**src/rtl/pmode_pkg.sv**
```systemverilog
package pmode_pkg;

    typedef enum logic [2:0] {
        MD_OFF     = 3'd0,
        MD_SOFT    = 3'd1,
        MD_HOLD    = 3'd2,
        MD_MPPT    = 3'd3,
        MD_RECHECK = 3'd4,
        MD_PANEL   = 3'd5
    } pm_state_e;

    typedef enum logic [1:0] {
        HOLD_NONE  = 2'd0,
        HOLD_SHORT = 2'd1,
        HOLD_LONG  = 2'd2
    } hold_kind_e;

    typedef enum logic [1:0] {
        TH_NONE  = 2'd0,
        TH_LIGHT = 2'd1,
        TH_HEAVY = 2'd2
    } th_kind_e;

    typedef struct packed {
        logic [3:0] dwell_mult;
        logic       fine_pct;
        hold_kind_e hold;
        th_kind_e   th;
    } cfg_sel_t;

    function automatic cfg_sel_t decode_cfg(input logic [2:0] entry, input logic [2:0] start);
        cfg_sel_t c;
        case (entry[1:0])
            2'd0:    c.dwell_mult = 4'd1;
            2'd1:    c.dwell_mult = 4'd2;
            2'd2:    c.dwell_mult = 4'd5;
            default: c.dwell_mult = 4'd10;
        endcase
        c.fine_pct = ~entry[2];
        case (start)
            3'd7:    begin c.hold = HOLD_NONE;  c.th = TH_NONE;  end
            3'd6:    begin c.hold = HOLD_SHORT; c.th = TH_LIGHT; end
            3'd5:    begin c.hold = HOLD_NONE;  c.th = TH_HEAVY; end
            3'd4:    begin c.hold = HOLD_LONG;  c.th = TH_HEAVY; end
            3'd3:    begin c.hold = HOLD_NONE;  c.th = TH_HEAVY; end
            default: begin c.hold = HOLD_SHORT; c.th = TH_HEAVY; end
        endcase
        return c;
    endfunction

    function automatic int max3(input int a, input int b, input int c);
        int m;
        m = (a > b) ? a : b;
        return (m > c) ? m : c;
    endfunction

endpackage

```
**src/rtl/pmode_tick.sv**
```systemverilog
module pmode_tick #(
    parameter int TICK_DIV = 1_000_000
) (
    input  logic clk,
    input  logic rst,
    output logic tick
);
    localparam int CW = (TICK_DIV > 1) ? $clog2(TICK_DIV) : 1;
    localparam logic [CW-1:0] LAST = CW'(TICK_DIV - 1);

    logic [CW-1:0] cnt;

    always_ff @(posedge clk) begin
        if (rst || cnt == LAST) cnt <= '0;
        else                    cnt <= cnt + 1'b1;
    end

    assign tick = (cnt == LAST);
endmodule

```
**src/rtl/pmode_cfg.sv**
```systemverilog
module pmode_cfg
    import pmode_pkg::*;
#(
    parameter int IW           = 10,
    parameter int TW           = 16,
    parameter int DW           = 8,
    parameter int T_DWELL_BASE = 20,
    parameter int T_HOLD_SHORT = 6000,
    parameter int T_HOLD_LONG  = 12000,
    parameter int TH_LIGHT_LO  = 15,
    parameter int TH_LIGHT_HI  = 25,
    parameter int TH_HEAVY_LO  = 60,
    parameter int TH_HEAVY_HI  = 100
) (
    input  logic [2:0]    entry_cfg,
    input  logic [2:0]    start_cfg,
    output logic [DW-1:0] dwell_ticks,
    output logic [TW-1:0] hold_ticks,
    output logic [IW-1:0] th_lo,
    output logic [IW-1:0] th_hi,
    output logic          fine_pct
);
    cfg_sel_t sel;

    always_comb begin
        sel         = decode_cfg(entry_cfg, start_cfg);
        dwell_ticks = DW'(T_DWELL_BASE * int'(sel.dwell_mult));
        fine_pct    = sel.fine_pct;
        case (sel.hold)
            HOLD_SHORT: hold_ticks = TW'(T_HOLD_SHORT);
            HOLD_LONG:  hold_ticks = TW'(T_HOLD_LONG);
            default:    hold_ticks = '0;
        endcase
        case (sel.th)
            TH_LIGHT: begin th_lo = IW'(TH_LIGHT_LO); th_hi = IW'(TH_LIGHT_HI); end
            TH_HEAVY: begin th_lo = IW'(TH_HEAVY_LO); th_hi = IW'(TH_HEAVY_HI); end
            default:  begin th_lo = '0;               th_hi = '0;               end
        endcase
    end
endmodule

```
**src/rtl/pmode_pwr.sv**
```systemverilog
module pmode_pwr #(
    parameter int PW = 16
) (
    input  logic          clk,
    input  logic          rst,
    input  logic          capture,
    input  logic [PW-1:0] pout,
    input  logic          fine_pct,
    output logic          deviate
);
    logic [PW-1:0] ref_q;
    logic [PW-1:0] delta;
    logic [PW-1:0] limit;

    always_ff @(posedge clk) begin
        if (rst)          ref_q <= '0;
        else if (capture) ref_q <= pout;
    end

    always_comb begin
        delta   = (pout > ref_q) ? (pout - ref_q) : (ref_q - pout);
        limit   = fine_pct ? (ref_q >> 6) : (ref_q >> 5);
        deviate = (delta > limit);
    end

    AST_REF_HOLD: assert property (@(posedge clk) disable iff (rst)
        !capture |=> $stable(ref_q)) else $error("reference moved without capture");
endmodule

```
**src/rtl/pmode_sqwave.sv**
```systemverilog
module pmode_sqwave #(
    parameter int SQ_HALF = 125
) (
    input  logic clk,
    input  logic rst,
    input  logic active,
    output logic sq
);
    localparam int HW = (SQ_HALF > 1) ? $clog2(SQ_HALF) : 1;
    localparam logic [HW-1:0] LAST = HW'(SQ_HALF - 1);

    logic [HW-1:0] cnt;

    always_ff @(posedge clk) begin
        if (rst || !active) begin
            cnt <= '0;
            sq  <= 1'b0;
        end else if (cnt == LAST) begin
            cnt <= '0;
            sq  <= ~sq;
        end else begin
            cnt <= cnt + 1'b1;
        end
    end

    AST_SQ_IDLE_LOW: assert property (@(posedge clk) disable iff (rst)
        !active |=> !sq) else $error("square wave outside panel regime");
endmodule

```
**src/rtl/pmode_supervisor.sv**
```systemverilog
module pmode_supervisor
    import pmode_pkg::*;
#(
    parameter int TICK_DIV     = 1_000_000,
    parameter int SQ_HALF      = 125,
    parameter int IW           = 10,
    parameter int PW           = 16,
    parameter int T_SOFT       = 25,
    parameter int T_HOLD_SHORT = 6000,
    parameter int T_HOLD_LONG  = 12000,
    parameter int T_RECHECK    = 6000,
    parameter int T_WINDOW     = 400,
    parameter int T_DWELL_BASE = 20,
    parameter int TH_LIGHT_LO  = 15,
    parameter int TH_LIGHT_HI  = 25,
    parameter int TH_HEAVY_LO  = 60,
    parameter int TH_HEAVY_HI  = 100
) (
    input  logic          clk,
    input  logic          rst,
    input  logic [IW-1:0] iout,
    input  logic [PW-1:0] pout,
    input  logic          unity_ratio,
    input  logic          pm_force_n,
    input  logic          ovr_sel,
    input  logic          ovr_panel,
    input  logic [2:0]    entry_cfg,
    input  logic [2:0]    start_cfg,
    output logic [2:0]    mode,
    output logic          ss_en,
    output logic          sq_out
);
    localparam int T_MAX = max3(max3(T_SOFT, T_HOLD_SHORT, T_HOLD_LONG), T_RECHECK, T_WINDOW);
    localparam int TW    = $clog2(T_MAX + 2);
    localparam int DW    = $clog2(T_DWELL_BASE * 10 + 2);

    pm_state_e     st, nxt;
    logic          tick;
    logic [TW-1:0] st_cnt;
    logic [DW-1:0] dw_cnt;
    logic          armed, hi_seen;
    logic [DW-1:0] dwell_ticks;
    logic [TW-1:0] hold_ticks;
    logic [IW-1:0] th_lo, th_hi;
    logic          fine_pct, deviate;
    logic          force_req, iout_hi, iout_low;
    logic          soft_done, hold_met, dwell_done, rc_done, win_done;
    logic          cnt_en, capture, panel_on;

    pmode_tick #(.TICK_DIV(TICK_DIV)) u_tick (.clk(clk), .rst(rst), .tick(tick));

    pmode_cfg #(
        .IW(IW), .TW(TW), .DW(DW), .T_DWELL_BASE(T_DWELL_BASE),
        .T_HOLD_SHORT(T_HOLD_SHORT), .T_HOLD_LONG(T_HOLD_LONG),
        .TH_LIGHT_LO(TH_LIGHT_LO), .TH_LIGHT_HI(TH_LIGHT_HI),
        .TH_HEAVY_LO(TH_HEAVY_LO), .TH_HEAVY_HI(TH_HEAVY_HI)
    ) u_cfg (
        .entry_cfg(entry_cfg), .start_cfg(start_cfg), .dwell_ticks(dwell_ticks),
        .hold_ticks(hold_ticks), .th_lo(th_lo), .th_hi(th_hi), .fine_pct(fine_pct)
    );

    pmode_pwr #(.PW(PW)) u_pwr (
        .clk(clk), .rst(rst), .capture(capture), .pout(pout),
        .fine_pct(fine_pct), .deviate(deviate)
    );

    pmode_sqwave #(.SQ_HALF(SQ_HALF)) u_sq (
        .clk(clk), .rst(rst), .active(panel_on), .sq(sq_out)
    );

    // condition decode
    always_comb begin
        force_req  = ovr_sel ? ovr_panel : ~pm_force_n;
        iout_hi    = (iout >= th_hi);
        iout_low   = (iout < th_lo);
        soft_done  = tick && (st_cnt >= TW'(T_SOFT - 1));
        hold_met   = (st_cnt >= hold_ticks);
        dwell_done = unity_ratio && tick && (dw_cnt >= dwell_ticks - 1'b1);
        rc_done    = tick && (st_cnt >= TW'(T_RECHECK - 1));
        win_done   = tick && (st_cnt >= TW'(T_WINDOW - 1));
        cnt_en     = (st != MD_HOLD) || armed || iout_hi;
        panel_on   = (st == MD_HOLD) || (st == MD_PANEL);
    end

    // next-state logic
    always_comb begin
        nxt = st;
        case (st)
            MD_OFF:  nxt = MD_SOFT;
            MD_SOFT: if (soft_done) nxt = (hi_seen || iout_hi) ? MD_MPPT : MD_HOLD;
            MD_HOLD: if (iout_hi && hold_met) nxt = force_req ? MD_PANEL : MD_MPPT;
            MD_MPPT: begin
                if (force_req)       nxt = MD_PANEL;
                else if (iout_low)   nxt = MD_HOLD;
                else if (dwell_done) nxt = MD_PANEL;
            end
            MD_RECHECK: begin
                if (force_req)       nxt = MD_PANEL;
                else if (iout_low)   nxt = MD_HOLD;
                else if (dwell_done) nxt = MD_PANEL;
                else if (win_done)   nxt = MD_PANEL;
            end
            MD_PANEL: begin
                if (!force_req) begin
                    if (deviate)      nxt = MD_MPPT;
                    else if (rc_done) nxt = MD_RECHECK;
                end
            end
            default: nxt = MD_OFF;
        endcase
        capture = (nxt == MD_PANEL) && (st != MD_PANEL);
    end

    always_ff @(posedge clk) begin
        if (rst) begin
            st      <= MD_OFF;
            st_cnt  <= '0;
            dw_cnt  <= '0;
            armed   <= 1'b0;
            hi_seen <= 1'b0;
        end else begin
            st <= nxt;
            if (nxt != st) begin
                st_cnt  <= '0;
                armed   <= 1'b0;
                hi_seen <= 1'b0;
            end else begin
                if (tick && cnt_en && st_cnt != '1) st_cnt <= st_cnt + 1'b1;
                if (st == MD_HOLD && iout_hi) armed   <= 1'b1;
                if (st == MD_SOFT && iout_hi) hi_seen <= 1'b1;
            end
            if (nxt != st || !unity_ratio) dw_cnt <= '0;
            else if (tick && dw_cnt != '1) dw_cnt <= dw_cnt + 1'b1;
        end
    end

    assign mode  = st;
    assign ss_en = (st == MD_SOFT);

    AST_RST_QUIET: assert property (@(posedge clk)
        rst |=> (st == MD_OFF && !sq_out)) else $error("reset not quiet");
    AST_OFF_TO_SOFT: assert property (@(posedge clk) disable iff (rst)
        (st == MD_OFF) |=> (st == MD_SOFT)) else $error("OFF did not start ramp");
    AST_SOFT_EXIT: assert property (@(posedge clk) disable iff (rst)
        $fell(ss_en) |-> (st == MD_MPPT || st == MD_HOLD)) else $error("bad soft exit");
    AST_FORCE_PANEL: assert property (@(posedge clk) disable iff (rst)
        (force_req && (st == MD_MPPT || st == MD_RECHECK)) |=> (st == MD_PANEL)) else $error("force ignored");
    AST_NO_DWELL_PANEL: assert property (@(posedge clk) disable iff (rst)
        (st == MD_MPPT && !unity_ratio && !force_req) |=> (st != MD_PANEL)) else $error("panel without dwell");
endmodule

```
**config.mk**
```make
export PLATFORM = sky130hd
export DESIGN_NAME = pmode_supervisor
export DESIGN_NICKNAME = d
export VERILOG_FILES = /design/src/rtl/pmode_pkg.sv /design/src/rtl/pmode_tick.sv /design/src/rtl/pmode_cfg.sv /design/src/rtl/pmode_pwr.sv /design/src/rtl/pmode_sqwave.sv /design/src/rtl/pmode_supervisor.sv
export SDC_FILE = /design/constraint.sdc
export NUM_CORES = 1
export LEC_CHECK = 0
export CAP_MARGIN = 20
export CORE_AREA = 2 2 116 118
export CTS_CLUSTER_SIZE = 10
export DETAILED_ROUTE_END_ITERATION = 8
export DIE_AREA = 0 0 118 120
export PLACE_DENSITY = 0.88
export SETUP_SLACK_MARGIN = 0.5
export SLEW_MARGIN = 20
export SYNTH_ARGS = -nofsm -noshare
export SYNTH_HDL_FRONTEND = slang
export SYNTH_HIERARCHICAL = 1
export SYNTH_SLANG_ARGS = --single-unit
```
**constraint.sdc**
```tcl
create_clock -name clk -period 5.9 [get_ports clk]
set_input_delay 1.18 -clock clk [delete_from_list [all_inputs] [get_ports clk]]
set_output_delay 1.18 -clock clk [all_outputs]
set_load 0.01 [all_outputs]
```
==> impl_metrics.ini <==
[power_and_ir_drop]
p_seq_frac = 0.319
switching_power_mw = 0.430
combPwrFrac = 0.257
switching_share = 0.283
internal-power_mw = 1.09
clkPwrFrac = 0.423
worst_ir_drop_vdd_uv = 143
power_density_nw_per_um2 = 171
leakagePower_nw = 3.54

[sta]
fin_skew_ns = 0.0116
maxSlewHeadroom = 0.346
layout_setup_ws_ns = -0.314
finalHoldViolCount = 0
max_freq_ghz = 0.161
final.min_clock_period_ns = 6.21
tightest_slew_ns = 0.978
finalCritPeriodShare = 1.05
setup_viol = 40
rsz0062_at_grt = yes
drv_slew = 0
finalSetupTns_ns = -9.74

[critical_path]
required_ns = 6.08
critPathCaptureType = register
critPathMaxFanout = 9
reg2reg_depth = 25
start_kind = primary input
regToRegSetupSlack_ns = 0.26
path_class = in -> reg
arrival_ns = 6.39

[logic_synthesis]
synth-seq-cells = 71
synth-edff-count = 0
synthArstFlopShare = 0
syn_area_um2 = 7080
syn_area_per_cell_um2 = 8.06
syn_inst = 879
synth-warning-count = 6
synth_flop_cell = dfxtp_1
yosysSeqAreaShare = 0.201
synthDistinctLibCells = 86

[cts]
postCtsHoldBufs = 0
cts-buffers-inserted = 9
clock_path_buffers = 2
cts.clk_slew.worst_paths_ns = 0.06
ctsHtreeMaxLevel = 3
root_buffer = clkbuf_16
cts_tree = built
clock_latency_ns = 0.34
cts_sinks = 71

[layout]
post-route-util = 0.687
multi_input_area_um2 = 5380
fillers = 924
area_growth_pct = 25.9
stdcell_count = 1149
final_layout_size_suffix_gt1_frac = 0.219
nets = 1107
diodes = 0
regArea_um2 = 1420
final_area_um2 = 8920

[worst_hold_path]
hold_depth = 1
min_path_type = reg -> reg

[floorplan]
die_x_um = 118
dieArea_um2 = 14200
fp.coreArea_um2 = 13000
initial_core_util = 0.545
io_pins = 43
row_count = 42
die_h_um = 120

[outcome]
violations = setup timing
status = complete, but fails checks

[place]
portBuffers = 42
dpl_worst_slack_ns = -0.788
placed_cells_incl_taps = 1120
place.gp.congestion = 0.954
dp_hpwl_mm = 12.7
dpl_cell_area_um2 = 8050

[detailed_routing]
wl_per_cell_um = 16.8
first_pass_iters = 7
ant_nets = 0
drc = 0
drt_iter0_markers = 563
vias_per_cell = 6.01
routed_wl_mm = 19.3
vias = 6907

[global_routing]
antenna_found_initial = 0
grt_pass1_wl_mm = 30.5
grt-ovfl-total = 0
grt_pass1_vias = 6581
grtUsageTotal = 0.260
grt_start_max_net_pins = 25

[job]
drv_cap = 0
==> layout by cell type, fill, tap and decap left out, types with 10 or more instances in the layout <==
cell              n
xor2_1           14
ha_4             14
nand3_1          37
a21oi_2          15
nor4_1           10
clkdlybuf4s50_1  27
o21ai_0          16
inv_2            13
a21o_1           12
conb_1           14
dlygate4sd2_1    13
buf_4            76
xnor2_1          39
a211oi_2         16
nor3_1           19
a21oi_1          50
nor2_1           73
nand4_1          19
dfxtp_1          71
inv_1            77
mux2i_1          28
clkbuf_16        10
ha_1             84
nand2_1          50
==> state kept, by name (all words and copies together), names as in the netlist <==
signal / cells
u_tick/cnt: 20
armed: 1
mode: 3
dw_cnt: 8
u_pwr/ref_q: 16
st_cnt: 14
hi_seen: 1
u_sq/sq: 1
u_sq/cnt: 7
==> worst max-delay path, stage by stage <==
cell and delay [ns]:
buf_12 0.11, inv_12 0.04, ha_4 0.13, inv_2 0.04, fa_2 0.35, a211o_1 0.32, o2111ai_2 0.10, a31o_1 0.27
a31o_4 0.25, buf_4 0.21, mux2i_2 0.31, buf_4 0.17, xor2_1 0.15, ha_1 0.28, o21ai_0 0.19, nor2_1 0.08
o31ai_1 0.30, nand3b_1 0.14, or4_4 0.47, buf_6 0.14, and2_4 0.15, a31oi_4 0.16, o21ai_2 0.10, a21oi_4 0.25
buf_12 0.19, mux2i_4 0.24, nor2_1 0.07
==> routing by layer <==
metal	vias up	global-route usage	part of all wire
met2	314	0.465	0.50
met1	3234	0.307	0.40
met3	81	0.0452	0.063
li1	3278	-	-
met4	0	0.108	0.037
met5	-	0	0
==> path summary, 6_finish.rpt <==
path / start / to
min: u_tick/cnt[0]$_SDFF_PP0_ / u_tick/cnt[0]$_SDFF_PP0_
min reg2reg: u_tick/cnt[0]$_SDFF_PP0_ / u_tick/cnt[0]$_SDFF_PP0_
max: pout[0] / u_pwr/ref_q[9]$_SDFFE_PP0P_
max reg2reg: u_pwr/ref_q[0]$_SDFFE_PP0P_ / u_pwr/ref_q[9]$_SDFFE_PP0P_
==> cells in the mapped netlist (9+ instances only) <==
| cell | n | area [um^2] |
|---|---|---|
| nand2b_1 | 9 | 56.3 |
| buf_4 | 32 | 240 |
| o21ai_0 | 19 | 95.1 |
| xnor2_1 | 40 | 350 |
| clkbuf_1 | 11 | 41.3 |
| nor4_1 | 12 | 75.1 |
| nand2_1 | 51 | 191 |
| xor2_1 | 14 | 123 |
| a21o_1 | 12 | 90.1 |
| nor3_1 | 20 | 100 |
| mux2i_1 | 32 | 320 |
| nand3_1 | 38 | 190 |
| nor2_1 | 73 | 274 |
| dfxtp_1 | 71 | 1420 |
| nand4_1 | 19 | 119 |
| inv_1 | 89 | 334 |
| a211oi_2 | 13 | 163 |
| ha_1 | 98 | 1230 |
| a31oi_1 | 9 | 56.3 |
| a21oi_1 | 63 | 315 |
==> kinds of logic after synthesis <==
group	share of synthesized area
other	0.000530
AND/OR/NAND/NOR	0.199
XOR/XNOR	0.0668
AO/OA/AOI/OAI	0.194
multiplexers	0.0537
buffers and inverters	0.107
adder cells (fa/ha/maj)	0.179
flip-flops	0.201
==> power groups by stage <==
stage	registers, mW	logic, mW	clock network (mW)
global placement	0.496	0.320	0
global route	0.486	0.424	0.665
CTS	0.485	0.364	0.647
detailed placement	0.496	0.332	0
finish	0.486	0.392	0.644
floorplan	0.495	0.234	0
==> layout make-up <==
cell class              instances  share of cell area
clock inverters                 5              0.0119
flip-flops and latches         71               0.159
repair buffers                128               0.134
inverters                      91              0.0397
well taps                     176              0.0247
clock buffers                  10              0.0268
multi-input cells             668               0.603
==> what timing repair did <==
item | in CTS | in global routing
gates resized for setup | 64 | 18
setup endpoints to repair | 43 | 43
gates cloned | 2 | 1
pin swaps | 18 | 17
buffers inserted | 8 | 3
==> stage by stage <==
step	total power, mW	hold WS, ns
6_report	1.52	0.464
5_1_grt	1.58	0.519
4_1_cts	1.50	0.472
3_5_place_dp	0.828	0.454
3_3_place_gp	0.815	0.444
2_1_floorplan	0.729	0.430
(Power assumes the default switching activity.)
